`config.mk`:
```
export PLATFORM = sky130hd
export DESIGN_NAME = gpio_bank
export DESIGN_NICKNAME = d
export VERILOG_FILES = /design/src/rtl/gpio_bank_pkg.sv /design/src/rtl/gpio_cfg_regs.sv /design/src/rtl/gpio_in_sync.sv /design/src/rtl/gpio_data_regs.sv /design/src/rtl/gpio_bank.sv
export SDC_FILE = /design/constraint.sdc
export NUM_CORES = 1
export LEC_CHECK = 0
export CORE_MARGIN = 2
export CORE_UTILIZATION = 44
export CTS_CLUSTER_SIZE = 10
export DETAILED_ROUTE_END_ITERATION = 7
export PLACE_DENSITY = 0.84
export SLEW_MARGIN = 20
export SYNTH_ARGS = -nofsm -noshare
export SYNTH_HDL_FRONTEND = slang
export SYNTH_SLANG_ARGS = --single-unit
```
`constraint.sdc`:
```
create_clock -name clk -period 3.4 [get_ports clk]
set_input_delay 0.34 -clock clk [delete_from_list [all_inputs] [get_ports clk]]
set_output_delay 0.34 -clock clk [all_outputs]
set_load 0.02 [all_outputs]
```
`src/rtl/gpio_bank_pkg.sv`:
```
package gpio_bank_pkg;
    localparam int unsigned GRP_W_DEF    = 8;
    localparam int unsigned N_GRP_DEF    = 8;
    localparam int unsigned SIO_GRP_DEF  = 5;
    localparam logic [7:0]  OE_BASE_DEF  = 8'hC8;
    localparam logic [7:0]  SIO_BASE_DEF = 8'hC0;
    localparam logic [7:0]  UNMAPPED     = 8'hFF;
endpackage

```
`src/rtl/gpio_cfg_regs.sv`:
```
module gpio_cfg_regs
    import gpio_bank_pkg::*;
#(
    parameter int unsigned N_GRP    = N_GRP_DEF,
    parameter int unsigned GRP_W    = GRP_W_DEF,
    parameter int unsigned SIO_GRP  = SIO_GRP_DEF,
    parameter int unsigned CFG_AW   = 8,
    parameter logic [7:0]  OE_BASE  = OE_BASE_DEF,
    parameter logic [7:0]  SIO_BASE = SIO_BASE_DEF
) (
    input  logic                            clk,
    input  logic                            rst_n,
    input  logic                            wr,
    input  logic [CFG_AW-1:0]               addr,
    input  logic [GRP_W-1:0]                wdata,
    output logic [GRP_W-1:0]                rdata,
    output logic [N_GRP-1:0][GRP_W-1:0]     oe,
    output logic [SIO_GRP-1:0][GRP_W-1:0]   sio
);
    typedef struct packed {
        logic [N_GRP-1:0][GRP_W-1:0]   oe;
        logic [SIO_GRP-1:0][GRP_W-1:0] sio;
    } cfg_state_t;

    cfg_state_t st_d, st_q;

    always_comb begin
        st_d  = st_q;
        rdata = GRP_W'(UNMAPPED);
        for (int g = 0; g < int'(N_GRP); g++) begin
            if (addr == CFG_AW'(int'(OE_BASE) + g)) begin
                rdata = st_q.oe[g];
                if (wr) st_d.oe[g] = wdata;
            end
        end
        for (int g = 0; g < int'(SIO_GRP); g++) begin
            if (addr == CFG_AW'(int'(SIO_BASE) + g)) begin
                rdata = st_q.sio[g];
                if (wr) st_d.sio[g] = wdata;
            end
        end
    end

    always_ff @(posedge clk or negedge rst_n) begin
        if (!rst_n) st_q <= '0;
        else        st_q <= st_d;
    end

    assign oe  = st_q.oe;
    assign sio = st_q.sio;
endmodule

```
`src/rtl/gpio_in_sync.sv`:
```
module gpio_in_sync #(
    parameter int unsigned W      = 64,
    parameter int unsigned STAGES = 2
) (
    input  logic         clk,
    input  logic         rst_n,
    input  logic [W-1:0] din,
    output logic [W-1:0] dout
);
    typedef struct packed {
        logic [STAGES-1:0][W-1:0] chain;
    } sync_state_t;

    sync_state_t st_d, st_q;

    always_comb begin
        st_d = st_q;
        st_d.chain[0] = din;
        for (int s = 1; s < int'(STAGES); s++) begin
            st_d.chain[s] = st_q.chain[s-1];
        end
    end

    always_ff @(posedge clk or negedge rst_n) begin
        if (!rst_n) st_q <= '0;
        else        st_q <= st_d;
    end

    assign dout = st_q.chain[STAGES-1];
endmodule

```
`src/rtl/gpio_data_regs.sv`:
```
module gpio_data_regs
    import gpio_bank_pkg::*;
#(
    parameter int unsigned N_GRP = N_GRP_DEF,
    parameter int unsigned GRP_W = GRP_W_DEF,
    parameter int unsigned IO_AW = 16
) (
    input  logic                        clk,
    input  logic                        rst_n,
    input  logic [IO_AW-1:0]            base,
    input  logic                        wr,
    input  logic [IO_AW-1:0]            addr,
    input  logic [GRP_W-1:0]            wdata,
    input  logic [N_GRP-1:0][GRP_W-1:0] level,
    output logic [GRP_W-1:0]            rdata,
    output logic [N_GRP-1:0][GRP_W-1:0] latch
);
    typedef struct packed {
        logic [N_GRP-1:0][GRP_W-1:0] lat;
    } data_state_t;

    data_state_t      st_d, st_q;
    logic [IO_AW-1:0] offset;

    assign offset = addr - base;

    always_comb begin
        st_d  = st_q;
        rdata = GRP_W'(UNMAPPED);
        for (int g = 0; g < int'(N_GRP); g++) begin
            if (offset == IO_AW'(g)) begin
                rdata = level[g];
                if (wr) st_d.lat[g] = wdata;
            end
        end
    end

    always_ff @(posedge clk or negedge rst_n) begin
        if (!rst_n) st_q <= '0;
        else        st_q <= st_d;
    end

    assign latch = st_q.lat;
endmodule

```
`src/rtl/gpio_bank.sv`:
```
module gpio_bank
    import gpio_bank_pkg::*;
#(
    parameter int unsigned N_GRP    = N_GRP_DEF,
    parameter int unsigned GRP_W    = GRP_W_DEF,
    parameter int unsigned SIO_GRP  = SIO_GRP_DEF,
    parameter int unsigned CFG_AW   = 8,
    parameter int unsigned IO_AW    = 16,
    parameter int unsigned SYNC_N   = 2,
    parameter logic [7:0]  OE_BASE  = OE_BASE_DEF,
    parameter logic [7:0]  SIO_BASE = SIO_BASE_DEF,
    localparam int unsigned LINES   = N_GRP * GRP_W,
    localparam int unsigned SIO_W   = SIO_GRP * GRP_W
) (
    input  logic              clk,
    input  logic              rst_n,
    input  logic              cfg_wr,
    input  logic [CFG_AW-1:0] cfg_addr,
    input  logic [GRP_W-1:0]  cfg_wdata,
    output logic [GRP_W-1:0]  cfg_rdata,
    input  logic [IO_AW-1:0]  io_base,
    input  logic              io_wr,
    input  logic [IO_AW-1:0]  io_addr,
    input  logic [GRP_W-1:0]  io_wdata,
    output logic [GRP_W-1:0]  io_rdata,
    input  logic [LINES-1:0]  pad_in,
    output logic [LINES-1:0]  pad_out,
    output logic [LINES-1:0]  pad_oe,
    output logic [SIO_W-1:0]  simple_en
);
    logic [N_GRP-1:0][GRP_W-1:0]   oe_bits;
    logic [SIO_GRP-1:0][GRP_W-1:0] sio_bits;
    logic [N_GRP-1:0][GRP_W-1:0]   lat_bits;
    logic [LINES-1:0]              sync_lvl;

    gpio_cfg_regs #(
        .N_GRP(N_GRP), .GRP_W(GRP_W), .SIO_GRP(SIO_GRP), .CFG_AW(CFG_AW),
        .OE_BASE(OE_BASE), .SIO_BASE(SIO_BASE)
    ) u_cfg (
        .clk(clk), .rst_n(rst_n), .wr(cfg_wr), .addr(cfg_addr),
        .wdata(cfg_wdata), .rdata(cfg_rdata), .oe(oe_bits), .sio(sio_bits)
    );

    gpio_in_sync #(.W(LINES), .STAGES(SYNC_N)) u_sync (
        .clk(clk), .rst_n(rst_n), .din(pad_in), .dout(sync_lvl)
    );

    gpio_data_regs #(.N_GRP(N_GRP), .GRP_W(GRP_W), .IO_AW(IO_AW)) u_data (
        .clk(clk), .rst_n(rst_n), .base(io_base), .wr(io_wr), .addr(io_addr),
        .wdata(io_wdata), .level(sync_lvl), .rdata(io_rdata), .latch(lat_bits)
    );

    assign pad_oe    = oe_bits;
    assign pad_out   = lat_bits;
    assign simple_en = sio_bits;
endmodule

```
==> impl_metrics.yaml, run 1 <==
cts:
  cts.clk_slew.worst_paths_ps: 50
  clockRootBuffer: "clkbuf_16"
  cts_tree: "built"
  cts.path.max_buffers: 3
  ctsHtreeMaxLevel: 2
  cts_sinks: 296
  cts_made_buffers: 36
  insertion_delay_ps: 500
sta:
  tightest_slew_ps: 744
  hold_violations: 0
  drv_slew: 0
  setup_viol: 0
  grt_setup_unrepaired: "yes"
  finalCritPeriodShare_pct: 99.4
  fin_worst_skew_ps: 7.54
  worst_hold_slack_ps: 272
  worst_slack_ps: 22.0
  relSlewSlack_pct: 50.4
  fmax_ghz: 0.296
  period_minus_slack_ps: 3380
routing:
  drtPass1Iterations: 5
  vias: 9065
  drt_iter0_drc: 530
  routedWlPerCell_um: 22.4
  final_antenna_net_count: 0
  wirelength_um: 36700
  drc: 0
  routed_via_density: 5.54
placement:
  dp_hpwl_um: 25300
  place.gp.congestion: 0.887
  portBuffers: 307
  dp_slack_ps: -782
grt:
  grt_antenna_before_repair: 3
  grt_remaining_overflow: 0
  grt_util_met1_pct: 29.7
  track_usage_pct: 24.8
  grt_pass1_vias: 9804
  gr-usage-met2_pct: 42.0
  use_met3_pct: 6.84
  grt_most_used_layer: "met2"
  grt_pass1_wl_um: 55100
  grt_max_degree: 99
yosys:
  synthArstFlopShare_pct: 100
  yosysUniqueCellTypes: 60
  yosys.area.top_type_share_pct: 61.2
  synth-seq-cells: 296
  yosys-top-cells-area: "dfrtp_1, mux2_2, mux2_4"
  ys.flop_type: "dfrtp_1"
  yosysWarnings: 0
  netlist_area_um2: 12100
  synth_area_leader_cell: "dfrtp_1"
  ys_seq_area_share_pct: 61.2
  syn_inst: 848
  synth_edf_count: 0
  syn_nets: 989
  avgSynthCellArea_um2: 14.3
setup_path:
  crit_arrival_ps: 3040
  worst_setup_path_start_kind: "input port"
  endpoint_kind: "primary output"
  rrSetupSlack_ps: 2560
  crit_path_start: "io_addr[2]"
  crit_fanout: 8
  path_class: "in2out"
  reg2reg_from: "u_cfg.oe[60]"
  worstPathRequired_ps: 3060
  r2r_end: "u_cfg.oe[60]"
  critPathCapture: "io_rdata[1]"
  r2r_cells: 1
pwr:
  leakagePower_nw: 8.42
  ir_drop_uv: 331
  powerDensity_nw_per_um2: 465
  p_total_mw: 8.38
finish:
  synthToLayoutAreaGrowth_pct: 48.8
  fin_nets: 1425
  drive_gt1_share_pct: 35.3
die:
  fp.dieArea_um2: 28800
  start_util_pct: 44.9
  fp.dieW_um: 170
  placementRows: 60
  core_region_area_um2: 27000
  num_io_pins: 308
  chipHeight_um: 170
worst_hold_path:
  min_path_type: "in2reg"
status:
  status: "completed"
job:
  max_cap_violations: 0
==> routing by layer <==
metal	vias up	share of wire, %
met4	0	4.7
met2	408	49
met1	4575	38
li1	3972	-
met3	110	7.5
met5	-	0
==> how the worst min path moves through the flow <==
| stage | startpoint | end | slack (ps) | cells past startpoint |
|---|---|---|---|---|
| floorplan | rst_n | u_cfg.oe[0] | 40 | 0 |
| global placement | u_sync.st_d[103] | u_sync.dout[39] | 330 | 0 |
| detailed placement | u_sync.st_d[79] | u_sync.dout[15] | 330 | 0 |
| CTS | pad_in[34] | u_sync.st_d[98] | 250 | 1 |
| global route | pad_in[1] | u_sync.st_d[65] | 250 | 1 |
| finish | pad_in[29] | u_sync.st_d[93] | 270 | 1 |
==> metrics by stage <==
step | util (%) | setup TNS [ps] | instances | cell area (um^2)
6_report | 66.8 | 0 | 1637 | 18000
4_1_cts | 65.8 | 0 | 1623 | 17700
3_5_place_dp | 60.7 | -49400 | 1568 | 16400
2_1_floorplan | - | 0 | 848 | 12200
3_3_place_gp | 60.7 | -44500 | 1568 | 16400
5_1_grt | 66.8 | -652 | 1637 | 18000
==> flip-flops by register name (all words and copies together) (netlist names) <==
register      count
u_cfg.oe         64
u_data.latch     64
u_cfg.sio        40
u_sync.dout      64
u_sync.st_d      64
==> timing repair <==
action | in CTS | in global routing
pin swaps | 30 | 15
hold endpoints to repair | 94 | 0
resized for setup | 129 | 60
setup endpoints to repair | 79 | 40
hold buffers | 1 | 0
setup buffers | 9 | 11
==> cell type report <==
class | instances | area [um^2]
Antenna cell | 4 | 10.0
Clock buffer | 42 | 965
Clock inverter | 4 | 52.6
Fill cell | 1859 | 8940
Inverter | 20 | 75.1
Multi-Input combinational cell | 497 | 4890
Sequential cell | 296 | 7410
Tap cell | 341 | 427
Timing Repair Buffer | 433 | 4180
==> cell families after synthesis <==
group / share of synthesized area, %
simple gates: 6.58
compound gates: 7.26
fa+ha+maj: 1.82
flops: 61.2
xor+xnor: 0.290
mux: 20.7
buf+inv: 2.16
==> critical path, stage by stage <==
cell and delay [ps]:
dlygate4sd2_1 260, ha_4 240, nor2b_4 140, buf_6 120, o2111ai_4 190, buf_6 130
a21oi_2 50, nor4_2 310, o2111ai_1 160, or4b_4 560, nor3_4 130, buf_6 180
o21ai_2 80, buf_6 140
==> power by group <==
part	switching [mW]	leakage [nW]	total (mW)	internal, mW
clock network	1.36	0.501	3.41	2.06
logic	0.621	4.10	1.23	0.606
registers	0.0764	3.82	3.74	3.66
total	2.05	8.42	8.38	6.33
==> cell usage after synthesis, types with 4 or more instances <==
master,number
a21oi_1,22
a221oi_1,8
a22oi_1,8
buf_1,7
buf_6,7
clkbuf_1,19
dfrtp_1,296
ha_1,16
inv_1,20
mux2_2,145
mux2_4,32
mux2i_1,20
mux4_2,8
nand2_1,30
nand2b_1,7
nand3_1,16
nand3b_1,4
nand4_1,6
nor2_1,23
nor2b_1,14
nor3_1,11
nor4_4,4
o2111ai_1,5
o211ai_1,6
o21ai_0,33
o21ai_1,4
o221ai_1,4
o22ai_1,20
or4_1,6
==> layout by cell type (no fill, tap or decap), types with 15 or more instances in the layout <==
cell | Yosys | routed
dlymetal6s2s_1 | 0 | 21
mux2_2 | 145 | 145
nand2_1 | 30 | 25
mux2i_1 | 20 | 20
buf_4 | 0 | 113
clkbuf_16 | 0 | 37
o22ai_1 | 20 | 18
mux2_4 | 32 | 33
clkdlybuf4s50_1 | 0 | 261
a21oi_1 | 22 | 18
nor2_1 | 23 | 22
o21ai_0 | 33 | 19
dfrtp_1 | 296 | 296
nand3_1 | 16 | 15
(Power assumes the default switching activity.)
==> run 2: changes to the inputs <==
==> constraint.sdc (replaced) <==
create_clock -name clk -period 3.4 [get_ports clk]
set_input_delay 0.34 -clock clk [delete_from_list [all_inputs] [get_ports clk]]
set_output_delay 0.34 -clock clk [all_outputs]
set_load 0.1 [all_outputs]
==> impl_metrics.yaml, run 2 (synthesized netlist as in run 1, its figures left out) <==
die:
  start_util_pct: 44.9
  chipHeight_um: 170
  core_region_area_um2: 27000
  fp.dieArea_um2: 28800
  fp.dieW_um: 170
  placementRows: 60
  num_io_pins: 308
cts:
  cts.path.max_buffers: 3
  cts_sinks: 296
  cts.clk_slew.worst_paths_ps: 50
  clockRootBuffer: "clkbuf_16"
  insertion_delay_ps: 500
  cts_tree: "built"
  cts_made_buffers: 36
  ctsHtreeMaxLevel: 2
finish:
  final_common_cell: "dfrtp_1"
  drive_gt1_share_pct: 34.0
  synthToLayoutAreaGrowth_pct: 48.7
  num-fill-cells: 1842
  final_util_pct: 66.8
  fin_nets: 1414
  final_cell_mix: "dfrtp_1, clkdlybuf4s50_1, mux2_2"
sta:
  setup_viol: 48
  finalCritPeriodShare_pct: 107
  hold_violations: 0
  drv_slew: 0
  period_minus_slack_ps: 3630
  tightest_slew_ps: 1070
  fmax_ghz: 0.275
  fin_worst_skew_ps: 12.6
  worst_slack_ps: -235
  grt_setup_unrepaired: "yes"
  relSlewSlack_pct: 28.1
pwr:
  powerDensity_nw_per_um2: 477
  leakagePower_nw: 8.31
  clkPwrFrac_pct: 37.8
  power.switching_mw: 2.40
  pwr-share-comb_pct: 18.7
  p_sw_share_pct: 27.9
  p_total_mw: 8.59
  seq_power_share_pct: 43.5
  p_int_mw: 6.19
  ir_drop_uv: 355
setup_path:
  endpoint_kind: "primary output"
  path_class: "in2out"
  crit_fanout: 8
  worst_setup_path_start_kind: "input port"
  crit_arrival_ps: 3290
  worstPathRequired_ps: 3060
status:
  violations: "setup timing"
  status: "finished with violations"
routing:
  vias: 8883
  wirelength_um: 35000
  routedWlPerCell_um: 21.6
  final_antenna_net_count: 0
  drt_iter0_drc: 481
  routed_via_density: 5.47
  drc: 0
  drtPass1Iterations: 5
job:
  max_cap_violations: 0
grt:
  grt_antenna_before_repair: 5
  track_usage_pct: 24.0
  grt_pass1_wl_um: 53600
  grt_remaining_overflow: 0
  grt_pass1_vias: 9484
  grt_max_degree: 117
placement:
  place.gp.congestion: 0.865
  dp_hpwl_um: 24800
  portBuffers: 307
worst_hold_path:
  min_path_type: "in2reg"
run 2: power groups by stage:
stage | registers (mW) | logic (mW) | clock network [mW]
after floorplan | 4.21 | 0.438 | 0
after global placement | 3.79 | 1.49 | 0
after detailed placement | 3.80 | 1.51 | 0
after CTS | 3.74 | 1.56 | 3.31
after global routing | 3.75 | 1.69 | 3.48
final | 3.74 | 1.60 | 3.25
run 2: worst max-delay path, stage by stage:
cell             delay [ps]
clkdlybuf4s50_1         530
ha_4                    240
a21oi_4                 200
nand2_2                  90
o211ai_1                250
and3_1                  210
o2111ai_2               110
or4b_4                  570
buf_6                   140
nor3_4                  140
buf_12                  190
o21ai_4                  90
buf_12                  180
run 2: final cells by class:
type,instances,area [um^2],share of cell area [%]
antenna,5,12.5,0.0695
clock buffer,38,930,5.16
clock inverter,5,37.5,0.209
inverter,20,87.6,0.487
multi-input combinational,497,4880,27.1
sequential,296,7410,41.2
tap,341,427,2.37
timing repair buffer,422,4220,23.4
run 2: path summary, 6_finish.rpt:
check	startpoint	end	slack [ps]	cells past startpoint
min in group asynchronous	rst_n	u_cfg.oe[12]	460	2
max in group asynchronous	rst_n	u_data.latch[17]	2000	3
worst min register to register	u_sync.st_d[113]	u_sync.dout[49]	340	0
worst max-delay path	io_addr[6]	io_rdata[1]	-230	13
worst min-delay path	pad_in[16]	u_sync.st_d[80]	280	1
worst max register to register	u_cfg.oe[13]	u_cfg.oe[13]	2570	1
run 2: stage by stage:
step	setup slack, ps	area (um^2)	hold WS [ps]	TNS [ps]	std cells
6_report	-235	18000	276	-3180	1624
5_1_grt	-352	18000	258	-7810	1624
4_1_cts	-294	17800	253	-2270	1614
3_5_place_dp	-804	16600	335	-53040	1560
3_3_place_gp	-712	16600	332	-46880	1560
2_1_floorplan	-171	12300	44.4	-1360	848
run 2: layer usage:
metal	vias to the layer above	part of all wire [%]	track usage, %
met3	95	7.5	6.86
met2	354	50	40.8
met4	0	4.5	11.4
met1	4485	38	28.1
li1	3949	-	-
met5	-	0	0
run 2: what timing repair did:
item,CTS,global route
hold buffers,1,0
gates resized for setup,56,47
setup endpoints to repair,72,76
setup buffers,10,6
gates cloned,0,0
endpoints found under the hold margin,78,0
pin swaps,19,30
==> run 3: changes to the inputs <==
--- a/config.mk
+++ b/config.mk
@@ -5,10 +5,13 @@
 export SDC_FILE = /design/constraint.sdc
 export NUM_CORES = 1
 export LEC_CHECK = 0
+export ABC_CLOCK_PERIOD_IN_PS = 3400
+export CORE_ASPECT_RATIO = 1.25
 export CORE_MARGIN = 2
 export CORE_UTILIZATION = 44
 export CTS_CLUSTER_SIZE = 10
 export DETAILED_ROUTE_END_ITERATION = 7
+export MAX_ROUTING_LAYER = met4
 export PLACE_DENSITY = 0.84
 export SLEW_MARGIN = 20
 export SYNTH_ARGS = -nofsm -noshare
==> impl_metrics.yaml, run 3 (synthesized netlist as in run 1, its figures left out) <==
status:
  status: "finished with violations"
  violations: "setup timing"
die:
  fp.dieW_um: 152
  chipHeight_um: 189
  start_util_pct: 45.0
  fp.dieArea_um2: 28900
  num_io_pins: 308
  placementRows: 67
  core_region_area_um2: 26900
placement:
  portBuffers: 307
  place_inst: 1578
  dp_slack_ps: -755
  place_area_um2: 16700
  place.gp.congestion: 0.896
  dp_hpwl_um: 25600
grt:
  grt_pass1_vias: 9764
  grt_antenna_before_repair: 7
  grt_max_degree: 118
  track_usage_pct: 25.5
  grt_remaining_overflow: 0
  grt_pass1_wl_um: 56000
sta:
  worst_slack_ps: -42.5
  finalCritPeriodShare_pct: 101
  fmax_ghz: 0.290
  worst_hold_slack_ps: 285
  period_minus_slack_ps: 3440
  tns_ps: -255
  grt_setup_unrepaired: "yes"
  setup_viol: 8
  drv_slew: 0
  hold_violations: 0
  relSlewSlack_pct: 28.4
  fin_worst_skew_ps: 12.2
  tightest_slew_ps: 1070
cts:
  clockRootBuffer: "clkbuf_16"
  cts_made_buffers: 35
  cts.path.max_buffers: 3
  cts.clk_slew.worst_paths_ps: 60
  insertion_delay_ps: 490
  cts_sinks: 296
  cts_tree: "built"
  ctsHtreeMaxLevel: 2
finish:
  drive_gt1_share_pct: 35.6
  synthToLayoutAreaGrowth_pct: 49.8
  fin_cells: 1642
  final_cell_mix: "dfrtp_1, clkdlybuf4s50_1, mux2_2"
  design_area_um2: 18100
  final_common_cell: "dfrtp_1"
  fin_nets: 1427
  final_util_pct: 67.4
setup_path:
  worstPathRequired_ps: 3060
  crit_path_cell_trace: "clkdlybuf4s50_1 > inv_2 > ha_4 > o21ai_2 > o21ai_2 > a221oi_4 > and3_4 > o2111ai_2 > or4b_4 > nor3_4 > buf_12 > o21ai_4 > buf_12"
  crit_arrival_ps: 3100
  worst_setup_path_start_kind: "input port"
  path_class: "in2out"
  crit_slowest_cell: "or4b_4"
  crit_fanout: 8
  endpoint_kind: "primary output"
  max_stage_delay_ps: 570
routing:
  drc: 0
  drt_iter0_drc: 400
  wirelength_um: 36200
  routedWlPerCell_um: 22.1
  drtPass1Iterations: 5
  routed_via_density: 5.46
  vias: 8971
  final_antenna_net_count: 0
worst_hold_path:
  min_path_type: "in2reg"
pwr:
  ir_drop_uv: 406
  p_total_mw: 8.63
  powerDensity_nw_per_um2: 476
  leakagePower_nw: 8.35
job:
  max_cap_violations: 0
-- run 3: cell types whose count changed in the layout (fill, tap and decap cells not counted), sizes merged --
cell,before,now
diode,5,8
inv,22,20
buf,134,148
clkdlybuf4s50,270,264
clkinvlp,2,0
clkbuf,39,41
clkinv,1,0
dlymetal6s2s,7,4
dlygate4sd2,9,18
-- run 3: what timing repair did --
item	4_1_cts	5_1_grt
buffers inserted	13	4
pin swaps	36	21
setup endpoints to repair	72	42
gates resized for setup	99	22
endpoints found under the hold margin	83	0
hold buffers	1	0
-- run 3: report_power, final --
| group | leakage (nW) | internal [mW] | switching [mW] | total [mW] |
|---|---|---|---|---|
| combinational | 4.07 | 0.641 | 1.03 | 1.67 |
| sequential | 3.82 | 3.66 | 0.0741 | 3.74 |
| clock | 0.466 | 1.93 | 1.29 | 3.23 |
| total | 8.35 | 6.24 | 2.39 | 8.63 |
-- run 3: routing by layer --
layer | wire (um) | vias up | GRT usage (%) | part of all wire [%]
met5 | 0 | - | - | 0
met4 | 1890 | 0 | 12.9 | 5.2
met3 | 2240 | 107 | 6.04 | 6.2
met2 | 19200 | 347 | 43.8 | 53
met1 | 12900 | 4551 | 27.8 | 36
li1 | - | 3966 | - | -
-- run 3: final timing paths --
path | from | end | slack [ps] | depth (start not counted)
max | io_base[10] | io_rdata[2] | -40 | 13
min in group asynchronous | rst_n | u_sync.st_d[88] | 520 | 2
max in group asynchronous | rst_n | u_sync.st_d[125] | 1880 | 3
min reg2reg | u_sync.st_d[76] | u_sync.dout[12] | 340 | 0
max reg2reg | u_cfg.oe[41] | u_cfg.oe[41] | 2590 | 1
min | pad_in[29] | u_sync.st_d[93] | 290 | 1
-- run 3: critical path, delay by kind of cell --
kind	cells	cell delay (ps)
buf+inv	4	920
compound gates	5	620
simple gates	3	960
fa+ha+maj	1	260
-- run 3: final cells by class --
cell class	count	area, um^2
multi-input cells	497	4950
repair buffers	436	4280
inverters	20	87.6
well taps	345	432
diodes	8	20.0
fillers	1849	8780
flip-flops and latches	296	7410
clock buffers	40	947
